## src/rtl/dbell_pkg.sv

```systemverilog
`timescale 1ns/1ps
package dbell_pkg;
  localparam int REG_W = 32;

  // Register selected by address bits [3:2] inside a doorbell window.
  typedef enum logic [1:0] {
    SEL_TRIG = 2'd0,
    SEL_EN   = 2'd1,
    SEL_RAW  = 2'd2,
    SEL_PEND = 2'd3
  } reg_sel_e;

  localparam int unsigned DIM_ADDR = 32'h380;

  function automatic int unsigned db_base(input int unsigned n_mbox,
                                          input int unsigned n_ssem,
                                          input int unsigned n_asem);
    return (1 + n_mbox / 2 + n_ssem + n_asem) << 16;
  endfunction
endpackage

```

## src/rtl/dbell_decode.sv

```systemverilog
`timescale 1ns/1ps
module dbell_decode
  import dbell_pkg::*;
#(
  parameter int ADDR_W  = 24,
  parameter int N_DB    = 4,
  parameter int DB_BASE = 32'hD0000,
  parameter int IDX_W   = 2
) (
  input  logic [ADDR_W-1:0] addr,
  output logic              dim_hit,
  output logic              db_hit,
  output logic [IDX_W-1:0]  idx,
  output reg_sel_e          sel
);
  localparam logic [ADDR_W-1:0] BASE_A = ADDR_W'(DB_BASE);
  localparam logic [ADDR_W-1:0] SPAN_A = ADDR_W'(N_DB * 256);
  localparam logic [ADDR_W-1:0] DIM_A  = ADDR_W'(DIM_ADDR);

  logic [ADDR_W-1:0] off;

  always_comb begin
    off     = addr - BASE_A;
    dim_hit = (addr == DIM_A);
    db_hit  = (addr >= BASE_A) && (off < SPAN_A) &&
              (off[7:4] == 4'd0) && (off[1:0] == 2'd0);
    idx     = off[8 +: IDX_W];
    sel     = reg_sel_e'(off[3:2]);
  end
endmodule

```

## src/rtl/dbell_slot.sv

```systemverilog
`timescale 1ns/1ps
module dbell_slot #(
  parameter int N_MASTER = 32,
  parameter int MID_W    = 5
) (
  input  logic                clk,
  input  logic                rst,
  input  logic                wr_trig,
  input  logic                wr_en,
  input  logic                wr_raw,
  input  logic                wr_pend,
  input  logic [31:0]         wdata,
  input  logic [MID_W-1:0]    mid,
  output logic [N_MASTER-1:0] en_q,
  output logic [N_MASTER-1:0] raw_q,
  output logic [N_MASTER-1:0] pend_q,
  output logic                irq_q
);
  logic [N_MASTER-1:0] ring_vec, raw_clr, pend_clr, raw_nxt, pend_nxt;

  always_comb begin
    ring_vec = (wr_trig && wdata[0]) ? (N_MASTER'(1) << mid) : '0;
    raw_clr  = wr_raw  ? wdata[N_MASTER-1:0] : '0;
    pend_clr = wr_pend ? wdata[N_MASTER-1:0] : '0;
    // a set arriving with a clear of the same bit wins
    raw_nxt  = (raw_q  & ~raw_clr)  | ring_vec;
    pend_nxt = (pend_q & ~pend_clr) | (ring_vec & en_q);
  end

  always_ff @(posedge clk) begin
    if (rst) begin
      en_q   <= '0;
      raw_q  <= '0;
      pend_q <= '0;
      irq_q  <= 1'b0;
    end else begin
      if (wr_en) en_q <= wdata[N_MASTER-1:0];
      raw_q  <= raw_nxt;
      pend_q <= pend_nxt;
      irq_q  <= |pend_nxt;
    end
  end
endmodule

```

## src/rtl/dbell_unit.sv

```systemverilog
`timescale 1ns/1ps
module dbell_unit
  import dbell_pkg::*;
#(
  parameter int ADDR_W   = 24,
  parameter int N_DB     = 4,
  parameter int N_MASTER = 32,
  parameter int N_MBOX   = 8,
  parameter int N_SSEM   = 4,
  parameter int N_ASEM   = 4,
  parameter int N_SINT   = 2,
  parameter int MID_W    = $clog2(N_MASTER)
) (
  input  logic              clk,
  input  logic              rst,
  input  logic [ADDR_W-1:0] bus_addr,
  input  logic              bus_we,
  input  logic [31:0]       bus_wdata,
  input  logic [MID_W-1:0]  bus_mid,
  output logic [31:0]       bus_rdata,
  output logic [N_DB-1:0]   db_irq
);
  localparam int IDX_W   = (N_DB > 1) ? $clog2(N_DB) : 1;
  localparam int DB_BASE = int'(db_base(N_MBOX, N_SSEM, N_ASEM));
  localparam logic [31:0] DIM_VAL = {12'd0, 4'(N_SINT), 4'(N_DB),
                                     4'(N_ASEM), 4'(N_SSEM), 4'(N_MBOX)};

  logic             dim_hit, db_hit;
  logic [IDX_W-1:0] idx;
  reg_sel_e         sel;

  logic [N_MASTER-1:0] en_a   [N_DB];
  logic [N_MASTER-1:0] raw_a  [N_DB];
  logic [N_MASTER-1:0] pend_a [N_DB];

  dbell_decode #(
    .ADDR_W(ADDR_W), .N_DB(N_DB), .DB_BASE(DB_BASE), .IDX_W(IDX_W)
  ) u_dec (
    .addr(bus_addr), .dim_hit(dim_hit), .db_hit(db_hit), .idx(idx), .sel(sel)
  );

  for (genvar g = 0; g < N_DB; g++) begin : g_slot
    logic here;
    assign here = bus_we && db_hit && (idx == IDX_W'(g));
    dbell_slot #(.N_MASTER(N_MASTER), .MID_W(MID_W)) u_slot (
      .clk(clk), .rst(rst),
      .wr_trig(here && sel == SEL_TRIG),
      .wr_en  (here && sel == SEL_EN),
      .wr_raw (here && sel == SEL_RAW),
      .wr_pend(here && sel == SEL_PEND),
      .wdata(bus_wdata), .mid(bus_mid),
      .en_q(en_a[g]), .raw_q(raw_a[g]), .pend_q(pend_a[g]),
      .irq_q(db_irq[g])
    );
  end

  always_ff @(posedge clk) begin
    if (rst) begin
      bus_rdata <= '0;
    end else if (dim_hit) begin
      bus_rdata <= DIM_VAL;
    end else if (db_hit) begin
      case (sel)
        SEL_EN:   bus_rdata <= 32'(en_a[idx]);
        SEL_RAW:  bus_rdata <= 32'(raw_a[idx]);
        SEL_PEND: bus_rdata <= 32'(pend_a[idx]);
        default:  bus_rdata <= '0;
      endcase
    end else begin
      bus_rdata <= '0;
    end
  end
endmodule

```

## config.mk

```make
export PLATFORM = sky130hd
export DESIGN_NAME = dbell_unit
export DESIGN_NICKNAME = d
export VERILOG_FILES = /design/src/rtl/dbell_pkg.sv /design/src/rtl/dbell_decode.sv /design/src/rtl/dbell_slot.sv /design/src/rtl/dbell_unit.sv
export SDC_FILE = /design/constraint.sdc
export NUM_CORES = 1
export LEC_CHECK = 0
export BUFFER_PORTS_ARGS = -buffer_cell sky130_fd_sc_hd__clkbuf_2
export CELL_PAD_IN_SITES_DETAIL_PLACEMENT = 0
export CELL_PAD_IN_SITES_GLOBAL_PLACEMENT = 1
export CORE_MARGIN = 2
export CORE_UTILIZATION = 50
export DETAILED_ROUTE_END_ITERATION = 7
export PLACE_DENSITY = 0.86
export SYNTH_ARGS = -nofsm -noshare
export SYNTH_HDL_FRONTEND = slang
export SYNTH_SLANG_ARGS = --single-unit
```

## constraint.sdc

```tcl
create_clock -name clk -period 4.4 [get_ports clk]
set_clock_uncertainty 0.05 [all_clocks]
set_input_delay 0.66 -clock clk [delete_from_list [all_inputs] [get_ports clk]]
set_output_delay 0.66 -clock clk [all_outputs]
set_load 0.01 [all_outputs]
```

* Word level (Yosys, flattened, before mapping)
Cells that the tools add are included.
** Storage, ports and cells
- Memories kept :: 0
- Bits in latches :: 0
- Bits in registers :: 420
- Bits in writable memories :: 0
- Output and inout port bits :: 36
- Bits of input ports :: 64
- Word-level logic and storage cells :: 121
- ROM bits :: 0
** Operators by class
- Add/subtract/negate cells :: 1
- Divide/modulo/power cells :: 0
- Bitwise logic cells :: 30
- Order comparisons :: 3
- Multiplexer cells :: 24
- Equal/unequal tests :: 7
- Shift-type cells :: 1
- Reductions and logical operators :: 37
- Multiply operators :: 0
** Operators with widths (count)
- $mux W32 :: 18
- $and A32 B32 Y32 :: 12
- $not A32 Y32 :: 8
- $or A32 B32 Y32 :: 8
- $bmux W32 S2 :: 3
- $reduce_or A32 Y1 :: 4
- $pmux W32 S3 :: 1
- $mux W18 :: 2
- $shl A1 B5 Y32 const A :: 1
- $logic_and A1 B1 Y1 :: 28
- $eq A24 B10 Y1 const B :: 1
- $ge A24 B20 Y1 const B :: 1
- $lt A24 B11 Y1 const B :: 1
- $sub A24 B20 Y24 const B :: 1
- $eq A2 B2 Y1 const B :: 4
- $logic_not A2 Y1 :: 3
- $eq A2 B1 Y1 const B :: 2
- $logic_not A4 Y1 :: 1
- $ge A3 B3 Y1 const B :: 1
- $not A2 Y3 :: 1
- $reduce_or A3 Y1 :: 1
- $not A1 Y1 :: 1

* Depth between registers and ports, before layout
- Depth after elaboration :: 13
- Mapped depth :: 11
- Mapped depth without buffers :: 7

* Cells and area by module
Synthesis repeated with hierarchy kept, for this count alone.
** Second synthesis, totals
- Cells, all modules :: 2164
- Area total of the unflattened synthesis :: 20741.1 sq um
** By module, submodules not included
- dbell_slot :: times used 4, seq. area each 1941.9 sq um, area an instance 4180.3 sq um, cells an instance 466
- dbell_unit :: times used 1, seq. area each 640.6 sq um, area an instance 3900.0 sq um, cells an instance 284
- dbell_decode :: times used 1, seq. area each 0.0 sq um, area an instance 120.1 sq um, cells an instance 16

* Worst setup path before layout
No wires, ideal clock.
- Path kind :: input to register
- From :: input port bus_addr[15]
- To :: register g_slot[0].u_slot.irq_q
- Path slack :: 1614 ps
- Library setup time :: 132 ps
- Required time :: 4218 ps
- Stages on the path :: 9
- Arrival time :: 2603 ps
- Path through :: nor4_2 > nand4_2 > clkbuf_1 > clkbuf_1 > o41a_1 > a31oi_1 > nand4_1 > nor4_1 > a21oi_1
** On the way
- Longest elaborated chain between the ends :: 13
** Ends and longest elaborated chain
- start, declared :: RTL line dbell_unit.sv:16 : input logic [ADDR_W-1:0] bus_addr,
- $sub A24 B20 Y24 :: RTL line dbell_decode.sv:23 : off = addr - BASE_A;
- $lt A24 B11 Y1 :: RTL line dbell_decode.sv:25 : db_hit = (addr >= BASE_A) && (off < SPAN_A) &&
- $logic_and A1 B1 Y1 * (2 in series) :: RTL line dbell_decode.sv:25
- $logic_and A1 B1 Y1 * :: RTL line dbell_decode.sv:26 : (off[7:4] == 4'd0) && (off[1:0] == 2'd0);
- $logic_and A1 B1 Y1 * (2 in series) :: RTL line dbell_unit.sv:44 : assign here = bus_we && db_hit && (idx == IDX_W'(g));
- $logic_and A1 B1 Y1, on equally long branches :: RTL line dbell_unit.sv:47, dbell_unit.sv:50
- $logic_and A1 B1 Y1 or $mux W32 (tied branches) :: RTL line dbell_slot.sv:22, dbell_slot.sv:24
- $mux W32 or $not A32 Y32 (tied branches) :: RTL line dbell_slot.sv:22, dbell_slot.sv:27
- $and A32 B32 Y32 :: RTL line dbell_slot.sv:27 : pend_nxt = (pend_q & ~pend_clr) | (ring_vec & en_q);
- $or A32 B32 Y32 * :: RTL line dbell_slot.sv:27
- $reduce_or A32 Y1 * :: RTL line dbell_slot.sv:40 : irq_q <= |pend_nxt;
- end signal, assigned :: RTL line dbell_slot.sv:40
- end, declared :: RTL line dbell_slot.sv:17 : output logic irq_q
Every way passes the cells marked *; elsewhere a longest branch is shown, timed or not.
A chain may end at the register's enable or synchronous reset.

* Worst setup path in the final report
- From :: input port bus_addr[7]
- To :: register g_slot[3].u_slot.irq_q
** On the way
- Longest elaborated chain between the ends :: 13
** Ends and longest elaborated chain (RTL line)
- $sub A24 B20 Y24 :: dbell_decode.sv:23
- $lt A24 B11 Y1 :: dbell_decode.sv:25
- $logic_and A1 B1 Y1 (2 in series) :: dbell_decode.sv:25
- $logic_and A1 B1 Y1 :: dbell_decode.sv:26
- $logic_and A1 B1 Y1 :: dbell_unit.sv:44
- $logic_and A1 B1 Y1 * :: dbell_unit.sv:44
- $logic_and A1 B1 Y1, on equally long branches :: dbell_unit.sv:47, dbell_unit.sv:50
- $logic_and A1 B1 Y1 or $mux W32 (tied branches) :: dbell_slot.sv:22, dbell_slot.sv:24
- $mux W32 or $not A32 Y32 (tied branches) :: dbell_slot.sv:22, dbell_slot.sv:27
- $and A32 B32 Y32 :: dbell_slot.sv:27
- $or A32 B32 Y32 * :: dbell_slot.sv:27
- $reduce_or A32 Y1 * :: dbell_slot.sv:40
- end signal, assigned :: dbell_slot.sv:40
- end, declared :: dbell_slot.sv:17
Marks and branches as above.

==> flow_summary.json <==
{
  "status": "completed",
  "worstPathCellList": "clkbuf_2 > nand4b_1 > or2_4 > buf_4 > or4_1 > a32oi_1 > nand4_1 > nor4_1 > a41oi_1",
  "num_vias": 17900,
  "cts_made_buffers": 45,
  "critical_path.max_fanout": 73,
  "gp_congestion": 0.958,
  "final_net_count": 2194,
  "first_global_vias": 17100,
  "muxShareOfSynthArea": 0.131,
  "cts_max_path_buffers": 3,
  "ir_worst_vdd_uv": 284,
  "hold_depth": 3,
  "fmax_mhz": 282,
  "synthXorXnorAreaFrac": 0,
  "synthSimpleGateAreaFrac": 0.184,
  "min_delay_worst_endpoint": "g_slot[2].u_slot.en_q[7]",
  "wl_per_cell_um": 25.9,
  "start_util": 0.510,
  "cp.arrival_ns": 3.91,
  "utilization": 0.569,
  "start_kind": "input pin",
  "drv_cap": 0,
  "synthArstFlopShare": 0,
  "wl_um": 69200,
  "finalMaxSlewViolations": 0,
  "p_sw_uw": 1840,
  "slowest_stage": "nor4_1",
  "syn_area_um2": 19300,
  "postCtsResizedCells": 0,
  "ys_types": 38,
  "fin_crit_sh": 0.807,
  "setup_viol": 0,
  "p_leak_uw": 0.00717,
  "critPathTopFamily": "simple AND/OR/NAND/NOR gates",
  "drc": 0,
  "hold_buffers": 0,
  "yosysWarnings": 0,
  "p_sw_frac": 0.234,
  "cellInternalPower_uw": 6000,
  "dieArea_um2": 40200,
  "r2r_setup_slack_ns": 2.32,
  "die_h_um": 200,
  "cts_setup_buffers": 0,
  "drtAntennaViolNets": 0,
  "relSlewSlack": 0.268,
  "place.port_buffers": 99,
  "coreArea_um2": 37800,
  "worstHoldStart": "bus_wdata[7]",
  "endpoint_kind": "flop",
  "clockRootBuffer": "clkbuf_16",
  "synth_compound_area_frac": 0.202,
  "std_cell_rows": 71,
  "final_cell_mix": "nand2_1, dfxtp_1, nor2_1",
  "gr-total-overflow": 0,
  "timing.hold.ws_ns": 0.386,
  "cts.clk_slew.worst_paths_ns": 0.06,
  "drive_gt1_frac": 0.169,
  "vias_per_cell": 6.71,
  "syn_area_per_cell_um2": 8.92,
  "hold_path.class": "input pin to flop",
  "period_needed_ns": 3.55,
  "grt_pass1_wl_um": 105000,
  "synth_nets": 2227,
  "rsz0062_at_grt": "false",
  "final.setup.tns_ns": 0,
  "finalPower_uw": 7830,
  "pin_count": 100,
  "drt_iter0_markers": 2473,
  "htree_levels": 2,
  "power_density_nw_per_um2": 364,
  "final_common_cell": "nand2_1",
  "worstSetupPathType": "input pin to flop",
  "sequentialPowerShare": 0.486,
  "grt_max_degree": 189,
  "syn-instance-count": 2163,
  "firstDrtPassIters": 6,
  "cp_slowest_stage_delay_ns": 0.65,
  "hold_violations": 0,
  "cts.sinks": 420,
  "r2r-start": "g_slot[3].u_slot.en_q[8]",
  "synth-seq-area-share": 0.436,
  "ys_seq_elements": 420,
  "antenna_found_initial": 6,
  "track_usage": 0.335,
  "dpl.hpwl_um": 42900,
  "synth_ff_type": "dfxtp_1",
  "comb_power_share": 0.048,
  "synth_edf_count": 0,
  "pwr-share-clk": 0.466,
  "rr_worst_depth": 4,
  "cp.required_ns": 4.76,
  "synthAdderAreaFrac": 0,
  "worst_slew_pin_slew_ns": 1.10,
  "die_w_um": 200,
  "area_growth_pct": 11.5,
  "clock_latency_ns": 0.57,
  "synth_top_family_by_area": "compound AO/OA/AOI/OAI gates",
  "cts_tree": "done",
  "r2r-end": "g_slot[3].u_slot.irq_q",
  "crit_buf_inv": 2
}
-- final cells by class --
class,count,area [um^2]
Inverter,1,3.75
Antenna cell,4,10.0
Multi-Input combinational cell,1512,10100
Clock buffer,72,1330
Timing Repair Buffer,150,1010
Fill cell,3430,16300
Tap cell,511,639
Sequential cell,420,8410
Clock inverter,4,45.0
-- state kept, by name (all words and copies together), names as in the netlist --
| name | count |
|---|---|
| bus_rdata | 32 |
| g_slot.u_slot.en_q | 128 |
| g_slot.u_slot.irq_q | 4 |
| g_slot.u_slot.pend_q | 128 |
| g_slot.u_slot.raw_q | 128 |
-- worst max path at each step --
stage                       startpoint                     end  slack [ns]  depth (start not counted)
final                      bus_addr[7]  g_slot[3].u_slot.irq_q        0.85                          9
after global routing       bus_addr[7]  g_slot[3].u_slot.irq_q        0.69                          9
after CTS                  bus_addr[7]  g_slot[3].u_slot.irq_q        0.92                          9
after detailed placement   bus_addr[7]  g_slot[3].u_slot.irq_q        0.31                          9
after global placement     bus_addr[7]  g_slot[3].u_slot.irq_q        0.34                          9
after floorplan           bus_addr[15]  g_slot[0].u_slot.irq_q        1.61                          9
-- routing by layer --
layer / vias up / track usage / part of all wire
met3: 237 / 0.0818 / 0.12
met4: 4 / 0.149 / 0.045
li1: 7822 / - / -
met2: 1231 / 0.511 / 0.44
met5: - / 0 / 0.00045
met1: 8649 / 0.454 / 0.39
-- metrics by stage --
| stage | setup WS [ns] | std cells | area [um^2] |
|---|---|---|---|
| after floorplan | 1.61 | 2163 | 19300 |
| after global placement | 0.335 | 2594 | 20100 |
| after detailed placement | 0.314 | 2594 | 20100 |
| after CTS | 0.915 | 2670 | 21500 |
| after global routing | 0.690 | 2671 | 21500 |
| final | 0.849 | 2674 | 21500 |
-- synth_stat cells, types with 2 or more instances --
cell type | count | area [um^2]
mux2_2 | 32 | 360
nand2b_1 | 4 | 25.0
and3_1 | 2 | 12.5
nand3b_1 | 4 | 30.0
or4_1 | 22 | 165
buf_4 | 4 | 30.0
buf_2 | 31 | 155
a32oi_1 | 21 | 184
nor4_1 | 9 | 56.3
clkbuf_1 | 179 | 672
mux4_2 | 96 | 2160
a31oi_1 | 104 | 651
nor3_2 | 2 | 20.0
o21ai_0 | 8 | 40.0
nor4_2 | 4 | 50.1
or3b_2 | 2 | 17.5
nand4_1 | 32 | 200
dfxtp_1 | 420 | 8410
and4_1 | 2 | 17.5
o21a_1 | 5 | 37.5
a21oi_1 | 134 | 671
or2_2 | 5 | 31.3
nor2_1 | 324 | 1220
or3_1 | 2 | 12.5
buf_1 | 16 | 60.1
nor2b_1 | 2 | 12.5
nand2_1 | 423 | 1590
a22oi_1 | 160 | 1200
nand3_1 | 7 | 35.0
o41a_1 | 99 | 1110
-- cell families (layout without fill, tap and decap cells) --
logic type	count (synthesis)	count (layout)
other	0	4
multiplexers	128	128
AND/OR/NAND/NOR	852	852
flip-flops	420	420
buffers and inverters	231	227
AO/OA/AOI/OAI	532	532
-- power by group through the flow --
stage / Sequential, uW / Combinational (uW) / Clock (uW)
detailed placement: 3890 / 367 / 0
CTS: 3800 / 368 / 3670
global placement: 3890 / 366 / 0
global route: 3800 / 393 / 3810
floorplan: 3890 / 230 / 0
finish: 3800 / 379 / 3650
-- worst reg2reg max path, cell delays in order, from the launching register on --
cell     delay, ns
dfxtp_1       0.33
a32oi_1       0.47
nand4_1       0.37
nor4_1        0.52
a41oi_1       0.18
No activity file was read; power rests on OpenSTA's default activity.
